## src/rtl/mcu_bridge_pkg.sv

```systemverilog
package mcu_bridge_pkg;

    // microcontroller register select
    typedef enum logic [1:0] {
        SEL_A_DATA = 2'd0,
        SEL_B_DATA = 2'd1,
        SEL_A_DIR  = 2'd2,
        SEL_B_DIR  = 2'd3
    } port_sel_e;

    // port B strobe bit roles
    localparam int PB_FETCH  = 0;
    localparam int PB_ADDR   = 1;
    localparam int PB_GO     = 3;
    localparam int PB_RW     = 4;
    localparam int PB_IRQ    = 5;
    localparam int PB_ODD_LO = 6;
    localparam int PB_ODD_HI = 7;

    // host run-control bit positions
    localparam int CTL_MCU_RUN = 1;
    localparam int CTL_SND_RUN = 2;

    typedef enum logic [1:0] {
        ACC_IDLE  = 2'd0,
        ACC_READ  = 2'd1,
        ACC_WRITE = 2'd2
    } acc_state_e;

    typedef enum logic {
        IRQ_IDLE    = 1'b0,
        IRQ_PENDING = 1'b1
    } irq_state_e;

endpackage

```

## src/rtl/mcu_port_regs.sv

```systemverilog
module mcu_port_regs
    import mcu_bridge_pkg::*;
#(
    parameter int DATA_W = 8
) (
    input  logic              clk,
    input  logic              rst_n,
    input  logic              hold,
    input  logic              wr,
    input  logic [1:0]        sel,
    input  logic [DATA_W-1:0] wdata,
    input  logic [DATA_W-1:0] pb_in,
    input  logic [DATA_W-1:0] a_in,
    output logic [DATA_W-1:0] rdata,
    output logic [DATA_W-1:0] a_out,
    output logic              fetch,
    output logic              addr_ld,
    output logic              go,
    output logic              go_read,
    output logic              irq_raise,
    output logic              odd_q
);

    logic [DATA_W-1:0] a_out_q, b_out_q, dir_a_q, dir_b_q;
    logic              wr_b;
    logic              odd_d;

    assign wr_b = wr && !hold && (port_sel_e'(sel) == SEL_B_DATA);

    // strobes: direction-qualified edges against the previous output value
    assign fetch     = wr_b & dir_b_q[PB_FETCH] & ~wdata[PB_FETCH] &  b_out_q[PB_FETCH];
    assign addr_ld   = wr_b & dir_b_q[PB_ADDR]  &  wdata[PB_ADDR]  & ~b_out_q[PB_ADDR];
    assign go        = wr_b & dir_b_q[PB_GO]    & ~wdata[PB_GO]    &  b_out_q[PB_GO];
    assign go_read   = wdata[PB_RW];
    assign irq_raise = wr_b & dir_b_q[PB_IRQ]   &  wdata[PB_IRQ]   & ~b_out_q[PB_IRQ];
    assign odd_d     = wr_b & ((dir_b_q[PB_ODD_LO] & ~wdata[PB_ODD_LO] & b_out_q[PB_ODD_LO])
                             | (dir_b_q[PB_ODD_HI] & ~wdata[PB_ODD_HI] & b_out_q[PB_ODD_HI]));

    always_ff @(posedge clk or negedge rst_n) begin
        if (!rst_n) begin
            a_out_q <= '0;
            b_out_q <= '0;
            dir_a_q <= '0;
            dir_b_q <= '0;
            odd_q   <= 1'b0;
        end else if (hold) begin
            a_out_q <= '0;
            b_out_q <= '0;
            dir_a_q <= '0;
            dir_b_q <= '0;
            odd_q   <= 1'b0;
        end else begin
            odd_q <= odd_d;
            if (wr) begin
                unique case (port_sel_e'(sel))
                    SEL_A_DATA: a_out_q <= wdata;
                    SEL_B_DATA: b_out_q <= wdata;
                    SEL_A_DIR:  dir_a_q <= wdata;
                    SEL_B_DIR:  dir_b_q <= wdata;
                endcase
            end
        end
    end

    always_comb begin
        unique case (port_sel_e'(sel))
            SEL_A_DATA: rdata = (a_out_q & dir_a_q) | (a_in  & ~dir_a_q);
            SEL_B_DATA: rdata = (b_out_q & dir_b_q) | (pb_in & ~dir_b_q);
            SEL_A_DIR:  rdata = dir_a_q;
            SEL_B_DIR:  rdata = dir_b_q;
        endcase
    end

    assign a_out = a_out_q;

    // holding the microcontroller in reset empties its registers
    p_held_clear_r11: assert property (@(posedge clk) disable iff (!rst_n)
        hold |=> (dir_a_q == '0 && dir_b_q == '0 && b_out_q == '0 && !odd_q));

endmodule

```

## src/rtl/bridge_access_fsm.sv

```systemverilog
module bridge_access_fsm
    import mcu_bridge_pkg::*;
#(
    parameter int DATA_W = 8,
    parameter int RAM_AW = 7
) (
    input  logic              clk,
    input  logic              rst_n,
    input  logic              hold,
    input  logic              fetch,
    input  logic              addr_ld,
    input  logic              go,
    input  logic              go_read,
    input  logic [DATA_W-1:0] a_out,
    input  logic [DATA_W-1:0] p1_in,
    input  logic [DATA_W-1:0] p2_in,
    input  logic              host_we,
    input  logic [RAM_AW-1:0] host_addr,
    input  logic [DATA_W-1:0] host_wdata,
    output logic [DATA_W-1:0] host_rdata,
    output logic [DATA_W-1:0] a_in,
    output logic [DATA_W-1:0] ram_word0
);

    localparam int DEPTH  = 1 << RAM_AW;
    localparam int IO_BIT = DATA_W - 1;

    acc_state_e        st_q, st_d;
    logic [DATA_W-1:0] addr_q, wdat_q, latch_q, a_in_q;
    logic [DATA_W-1:0] ram [DEPTH];
    logic [DATA_W-1:0] ram_rd, rd_val;

    assign ram_rd = ram[addr_q[RAM_AW-1:0]];
    assign rd_val = addr_q[IO_BIT] ? (addr_q[0] ? p2_in : p1_in) : ram_rd;

    // next state
    always_comb begin
        st_d = ACC_IDLE;
        if (go) st_d = go_read ? ACC_READ : ACC_WRITE;
    end

    // state register
    always_ff @(posedge clk or negedge rst_n) begin
        if (!rst_n)    st_q <= ACC_IDLE;
        else if (hold) st_q <= ACC_IDLE;
        else           st_q <= st_d;
    end

    // datapath and RAM (MCU write placed last so it wins a collision)
    always_ff @(posedge clk or negedge rst_n) begin
        if (!rst_n) begin
            addr_q  <= '0;
            wdat_q  <= '0;
            latch_q <= '0;
            a_in_q  <= '0;
            for (int i = 0; i < DEPTH; i++) ram[i] <= '0;
        end else begin
            if (host_we) ram[host_addr] <= host_wdata;
            if (hold) begin
                addr_q  <= '0;
                wdat_q  <= '0;
                latch_q <= '0;
                a_in_q  <= '0;
            end else begin
                if (addr_ld) addr_q <= a_out;
                if (go)      wdat_q <= a_out;
                if (fetch)   a_in_q <= latch_q;
                unique case (st_q)
                    ACC_READ:  latch_q <= rd_val;
                    ACC_WRITE: if (!addr_q[IO_BIT]) ram[addr_q[RAM_AW-1:0]] <= wdat_q;
                    default:   ;
                endcase
            end
        end
    end

    assign host_rdata = ram[host_addr];
    assign a_in       = a_in_q;
    assign ram_word0  = ram[0];

    // address strobe captures port A output
    p_addr_capture_r4: assert property (@(posedge clk) disable iff (!rst_n)
        (addr_ld && !hold) |=> addr_q == $past(a_out));

    // a write step stores the captured data
    p_ram_write_r5: assert property (@(posedge clk) disable iff (!rst_n)
        (st_q == ACC_WRITE && !addr_q[IO_BIT] && !hold)
            |=> ram[$past(addr_q[RAM_AW-1:0])] == $past(wdat_q));

    // a RAM read step loads the latch
    p_read_latch_r6: assert property (@(posedge clk) disable iff (!rst_n)
        (st_q == ACC_READ && !addr_q[IO_BIT] && !hold) |=> latch_q == $past(ram_rd));

endmodule

```

## src/rtl/bridge_irq_fsm.sv

```systemverilog
module bridge_irq_fsm
    import mcu_bridge_pkg::*;
#(
    parameter int DATA_W = 8
) (
    input  logic              clk,
    input  logic              rst_n,
    input  logic              raise,
    input  logic              ack,
    input  logic [DATA_W-1:0] vec_src,
    output logic              irq_req,
    output logic [DATA_W-1:0] irq_vec
);

    irq_state_e        st_q, st_d;
    logic [DATA_W-1:0] vec_q;

    always_comb begin
        st_d = st_q;
        unique case (st_q)
            IRQ_IDLE:    if (raise) st_d = IRQ_PENDING;
            IRQ_PENDING: if (!raise && ack) st_d = IRQ_IDLE;
        endcase
    end

    always_ff @(posedge clk or negedge rst_n) begin
        if (!rst_n) st_q <= IRQ_IDLE;
        else        st_q <= st_d;
    end

    always_ff @(posedge clk or negedge rst_n) begin
        if (!rst_n)     vec_q <= '0;
        else if (raise) vec_q <= vec_src;
    end

    assign irq_req = (st_q == IRQ_PENDING);
    assign irq_vec = vec_q;

    // a strobe always leaves the request raised
    p_irq_raise_r8: assert property (@(posedge clk) disable iff (!rst_n)
        raise |=> irq_req);

    // request and vector hold until acknowledged
    p_irq_hold_r8: assert property (@(posedge clk) disable iff (!rst_n)
        (irq_req && !ack && !raise) |=> (irq_req && $stable(irq_vec)));

endmodule

```

## src/rtl/mcu_ram_bridge.sv

```systemverilog
module mcu_ram_bridge
    import mcu_bridge_pkg::*;
#(
    parameter int DATA_W = 8,
    parameter int RAM_AW = 7
) (
    input  logic              clk,
    input  logic              rst_n,
    input  logic              ctl_we,
    input  logic [2:1]        ctl_wdata,
    output logic              snd_run,
    output logic              mcu_run,
    input  logic              mcu_wr,
    input  logic [1:0]        mcu_sel,
    input  logic [DATA_W-1:0] mcu_wdata,
    output logic [DATA_W-1:0] mcu_rdata,
    input  logic [DATA_W-1:0] pb_in,
    input  logic [DATA_W-1:0] p1_in,
    input  logic [DATA_W-1:0] p2_in,
    input  logic              host_we,
    input  logic [RAM_AW-1:0] host_addr,
    input  logic [DATA_W-1:0] host_wdata,
    output logic [DATA_W-1:0] host_rdata,
    output logic              irq_req,
    input  logic              irq_ack,
    output logic [DATA_W-1:0] irq_vec,
    output logic              odd_strobe
);

    logic              snd_run_q, mcu_run_q, mcu_hold;
    logic              fetch, addr_ld, go, go_read, irq_raise;
    logic [DATA_W-1:0] a_out, a_in, ram_word0;

    always_ff @(posedge clk or negedge rst_n) begin
        if (!rst_n) begin
            snd_run_q <= 1'b0;
            mcu_run_q <= 1'b0;
        end else if (ctl_we) begin
            snd_run_q <= ctl_wdata[CTL_SND_RUN];
            mcu_run_q <= ctl_wdata[CTL_MCU_RUN];
        end
    end

    assign snd_run  = snd_run_q;
    assign mcu_run  = mcu_run_q;
    assign mcu_hold = !mcu_run_q;

    mcu_port_regs #(.DATA_W(DATA_W)) u_ports (
        .clk       (clk),
        .rst_n     (rst_n),
        .hold      (mcu_hold),
        .wr        (mcu_wr),
        .sel       (mcu_sel),
        .wdata     (mcu_wdata),
        .pb_in     (pb_in),
        .a_in      (a_in),
        .rdata     (mcu_rdata),
        .a_out     (a_out),
        .fetch     (fetch),
        .addr_ld   (addr_ld),
        .go        (go),
        .go_read   (go_read),
        .irq_raise (irq_raise),
        .odd_q     (odd_strobe)
    );

    bridge_access_fsm #(.DATA_W(DATA_W), .RAM_AW(RAM_AW)) u_access (
        .clk        (clk),
        .rst_n      (rst_n),
        .hold       (mcu_hold),
        .fetch      (fetch),
        .addr_ld    (addr_ld),
        .go         (go),
        .go_read    (go_read),
        .a_out      (a_out),
        .p1_in      (p1_in),
        .p2_in      (p2_in),
        .host_we    (host_we),
        .host_addr  (host_addr),
        .host_wdata (host_wdata),
        .host_rdata (host_rdata),
        .a_in       (a_in),
        .ram_word0  (ram_word0)
    );

    bridge_irq_fsm #(.DATA_W(DATA_W)) u_irq (
        .clk     (clk),
        .rst_n   (rst_n),
        .raise   (irq_raise),
        .ack     (irq_ack),
        .vec_src (ram_word0),
        .irq_req (irq_req),
        .irq_vec (irq_vec)
    );

    // the control write reaches the run outputs one edge later
    p_ctl_load_r10: assert property (@(posedge clk) disable iff (!rst_n)
        ctl_we |=> (mcu_run == $past(ctl_wdata[CTL_MCU_RUN]) &&
                    snd_run == $past(ctl_wdata[CTL_SND_RUN])));

endmodule

```

## config.mk

```make
export PLATFORM = sky130hd
export DESIGN_NAME = mcu_ram_bridge
export DESIGN_NICKNAME = d
export VERILOG_FILES = /design/src/rtl/mcu_bridge_pkg.sv /design/src/rtl/mcu_port_regs.sv /design/src/rtl/bridge_access_fsm.sv /design/src/rtl/bridge_irq_fsm.sv /design/src/rtl/mcu_ram_bridge.sv
export SDC_FILE = /design/constraint.sdc
export NUM_CORES = 2
export LEC_CHECK = 0
export CORE_MARGIN = 2
export CORE_UTILIZATION = 54
export CTS_CLUSTER_DIAMETER = 60
export DETAILED_ROUTE_END_ITERATION = 8
export PLACE_DENSITY_LB_ADDON = 0.3
export SYNTH_ARGS = -nofsm -noshare
export SYNTH_HDL_FRONTEND = slang
export SYNTH_SLANG_ARGS = --single-unit
```

## constraint.sdc

```tcl
create_clock -name clk -period 3.1 [get_ports clk]
set_input_delay 0.62 -clock clk [delete_from_list [all_inputs] [get_ports clk]]
set_output_delay 0.62 -clock clk [all_outputs]
set_load 0.02 [all_outputs]
```

==> summary.md <==
| Metric | Value |
|---|---|
| Pwr/cell area | 449 nW/um2 |
| Boundary Pins | 85 |
| Drt via density | 7.25 |
| Startpoint class of the critical path | input port |
| Die Y | 361 um |
| Top-count cell post-synth | mux2i_1 |
| Rel. slew slack | 11.6% |
| Setup CP Type | input port to output port |
| Die area | 130000 um2 |
| Placed Area | 81700 um2 |
| Post-synthesis sequential area ratio | 40.1% |
| Root Buffer | clkbuf_16 |
| CTS tree | done |
| Final HPWL from detailed placement | 256 mm |
| Sw frac | 29.9% |
| Comb pwr share | 16.2% |
| Via count | 69700 |
| Tot Pwr | 0.0399 W |
| Tcrit/Tclk final | 131% |
| Final cell count without fillers | 9611 |
| Mapped cell area | 68700 um2 |
| Part of the power in registers | 42.4% |
| Sw Pwr | 0.0119 W |
| Final nets | 7896 |
| Design area | 88800 um2 |
| Warnings from Yosys | 0 |
| Most frequent cells after synthesis | 1191 x mux2i_1, 1102 x dfrtp_1, 852 x nand2_1, 672 x nor2_1, 624 x o21ai_0 |
| Placed cell count | 9282 |
| Sink count of the clock tree | 1102 |
| Crit Path Max Fanout | 16 |
| Hold Fails Final Rpt | 0 |
| Largest net degree at the start of global routing | 102 |
| Final-report max-slew violation count | 0 |
| DRC | 0 |
| Status | finished, violations left |
| Required @ worst endpoint | 2480 ps |
| Clock Latency Late Sink | 810 ps |
| RSZ-0062 raised after global routing | yes |
| Row cnt | 130 |
| DRT Wirelength | 361 mm |
| CTS buffer count | 133 |
| First-pass GRT wire length | 503 mm |
| Core Util, Final | 70.6% |
| Synthesis-stage register bit count | 1102 |
| Critical Path Slowest Stage Cell | o22a_1 |
| Final Setup Violations | 19 |
| CP Capture Type | output port |
| Syn Inst Count | 6882 |
| Cell taking the most area after synthesis | dfrtp_1 |
| Clock slew at reported path FFs | 60 ps |
| Max Fclk | 245 MHz |
| Maximum vdd ir drop | 560 uV |
| Synthesized area per cell | 9.98 um2 |
| Worst-path cell chain | buf_16 -> buf_4 -> buf_4 -> mux2_2 -> a221oi_1 -> o22a_1 -> o221ai_2 -> a211oi_2 -> o211ai_1 -> buf_4 |
| Critical path's most frequent cell | buf_4 |
| PortBufs | 84 |
| Leak pwr | 36.8 nW |
| GP Congestion | 1.14 |
| Initial DRC Count | 12700 |
| H-tree depth | 4 |
| Clock share of power | 41.4% |
| Crit path DAT | 3450 ps |
| Failing checks | negative setup slack |
| First-pass DRT Iterations | 7 |
| Fraction of registers with async set/reset | 100% |
| Largest cells by area after synthesis | dfrtp_1 40%, mux2i_1 17%, mux4_2 10%, nand2_1 4.7%, o21ai_0 4.5% |
| Min Tclk post-route | 4070 ps |
| Clock buffer depth | 3 |
| Antenna Nets Post-Route | 0 |
| Clock Skews | 42.2 ps |
| Die span in x | 361 um |
| P&R area growth vs syn | 29.3% |
| CP max stage delay | 460 ps |
| Initial Utilization | 54.6% |
| Tot GR Track Use | 54.4% |
| # Max-Cap Violations | 0 |
| Core area | 126000 um2 |
| Synth cell types | 79 |
| Synth Flop Type | dfrtp_1 |
| Vias in the first global route | 66100 |
| Initial antenna violation count | 28 |
| Post-synthesis net count | 6939 |
| Routed len/inst | 37.6 um |
| Internal power | 0.0280 W |
| Layout cells sized above 1 | 29.6% |
| Post-synth EDFFs | 0 |
| Hold Path Class | input port to asynchronous set/reset pin |
| Yosys top cell area share | 40.1% |
| Worst-margin pin slew | 1330 ps |
| Grt ovf | 0 |
| Final worst slack | -975 ps |
layer usage:
layer	share of wire [%]	vias up	track usage [%]
met5	0.061	-	0
met4	9.3	30	37.8
met3	16	1851	24.1
met2	39	6686	74.2
met1	35	33900	68.9
li1	-	27300	-
final cells by class:
class,count,area [um2]
Antenna cell,20,50.0
Clock buffer,186,3870
Clock inverter,51,694
Fill cell,9266,37100
Inverter,15,72.6
Multi-Input combinational cell,5125,39500
Sequential cell,1102,27600
Tap cell,1650,2060
Timing Repair Buffer,1462,14900
power by group through the flow:
stage / combinational (W) / clock [W] / sequential (W)
floorplan: 0.00294 / 0 / 0.0163
global placement: 0.00566 / 0 / 0.0169
detailed placement: 0.00579 / 0 / 0.0170
CTS: 0.00611 / 0.0165 / 0.0167
global route: 0.00667 / 0.0170 / 0.0169
finish: 0.00647 / 0.0165 / 0.0169
logic make-up (layout without fill, tap and decap cells):
logic type / after synthesis / in the layout / share of synthesized area, %
buffers and inverters: 655 / 1714 / 4.32
multiplexers: 1628 / 1628 / 29.8
flip-flops: 1102 / 1102 / 40.1
other: 0 / 20 / 0
AO/OA/AOI/OAI: 1717 / 1717 / 15.0
AND/OR/NAND/NOR: 1780 / 1780 / 10.7
flip-flops by register name, indices dropped and copies added, names as in the netlist:
signal / count
u_access.wdat_q: 8
u_access.latch_q: 8
u_ports.dir_b_q: 8
mcu_run: 1
u_irq.irq_vec: 8
u_access.addr_q: 8
u_access.a_in: 8
u_ports.b_out_q: 8
u_access.st_q: 2
u_ports.dir_a_q: 8
u_ports.odd_q: 1
u_access.ram: 1016
u_ports.a_out: 8
u_access.ram_word0: 8
snd_run: 1
u_irq.irq_req: 1
worst paths after layout:
kind / from / to / slack (ps) / cells past startpoint
setup / recovery: host_addr[2] / host_rdata[6] / -970 / 10
hold / removal: rst_n / u_access.ram[791]$_DFF_PN0_ / 350 / 2
setup reg to reg: u_access.addr_q[0]$_DFFE_PN0P_ / u_access.latch_q[0]$_DFFE_PN0P_ / -110 / 11
hold reg to reg: u_access.latch_q[1]$_DFFE_PN0P_ / u_access.a_in[1]$_DFFE_PN0P_ / 490 / 2
max in group asynchronous: rst_n / u_access.addr_q[1]$_DFFE_PN0P_ / 1610 / 4
min in group clk: host_wdata[1] / u_access.ram[225]$_DFF_PN0_ / 370 / 3
critical path: cells and delay by family:
family | cells | cell delay (ps)
mux | 1 | 370
buf+inv | 4 | 930
compound gates | 5 | 1500
stage by stage:
step	hold slack [ps]	setup TNS, ps	worst slack, ps
2_1_floorplan	324	-38.5	-21.2
3_3_place_gp	467	-21890	-1680
3_5_place_dp	482	-27070	-1690
4_1_cts	350	-5120	-735
5_1_grt	384	-6160	-884
6_report	347	-6830	-975
cell usage in the layout, fill, tap and decap left out, types with 116 or more instances in the layout:
master / netlist / final
a21oi_1: 532 / 521
a221oi_1: 151 / 116
buf_12: 1 / 253
buf_4: 50 / 1080
clkbuf_16: 0 / 138
dfrtp_1: 1102 / 1079
mux2i_1: 1191 / 1169
mux4_2: 319 / 319
nand2_1: 852 / 845
nor2_1: 672 / 663
o21ai_0: 624 / 598
timing repair:
action,in CTS,in global routing
pin swaps,53,44
cloned,7,4
setup buffers,44,30
endpoints found under the hold margin,48,0
hold buffers,1,0
setup endpoints to repair,18,26
resized for setup,258,114
Note: power is estimated with default switching activity, not from simulation.
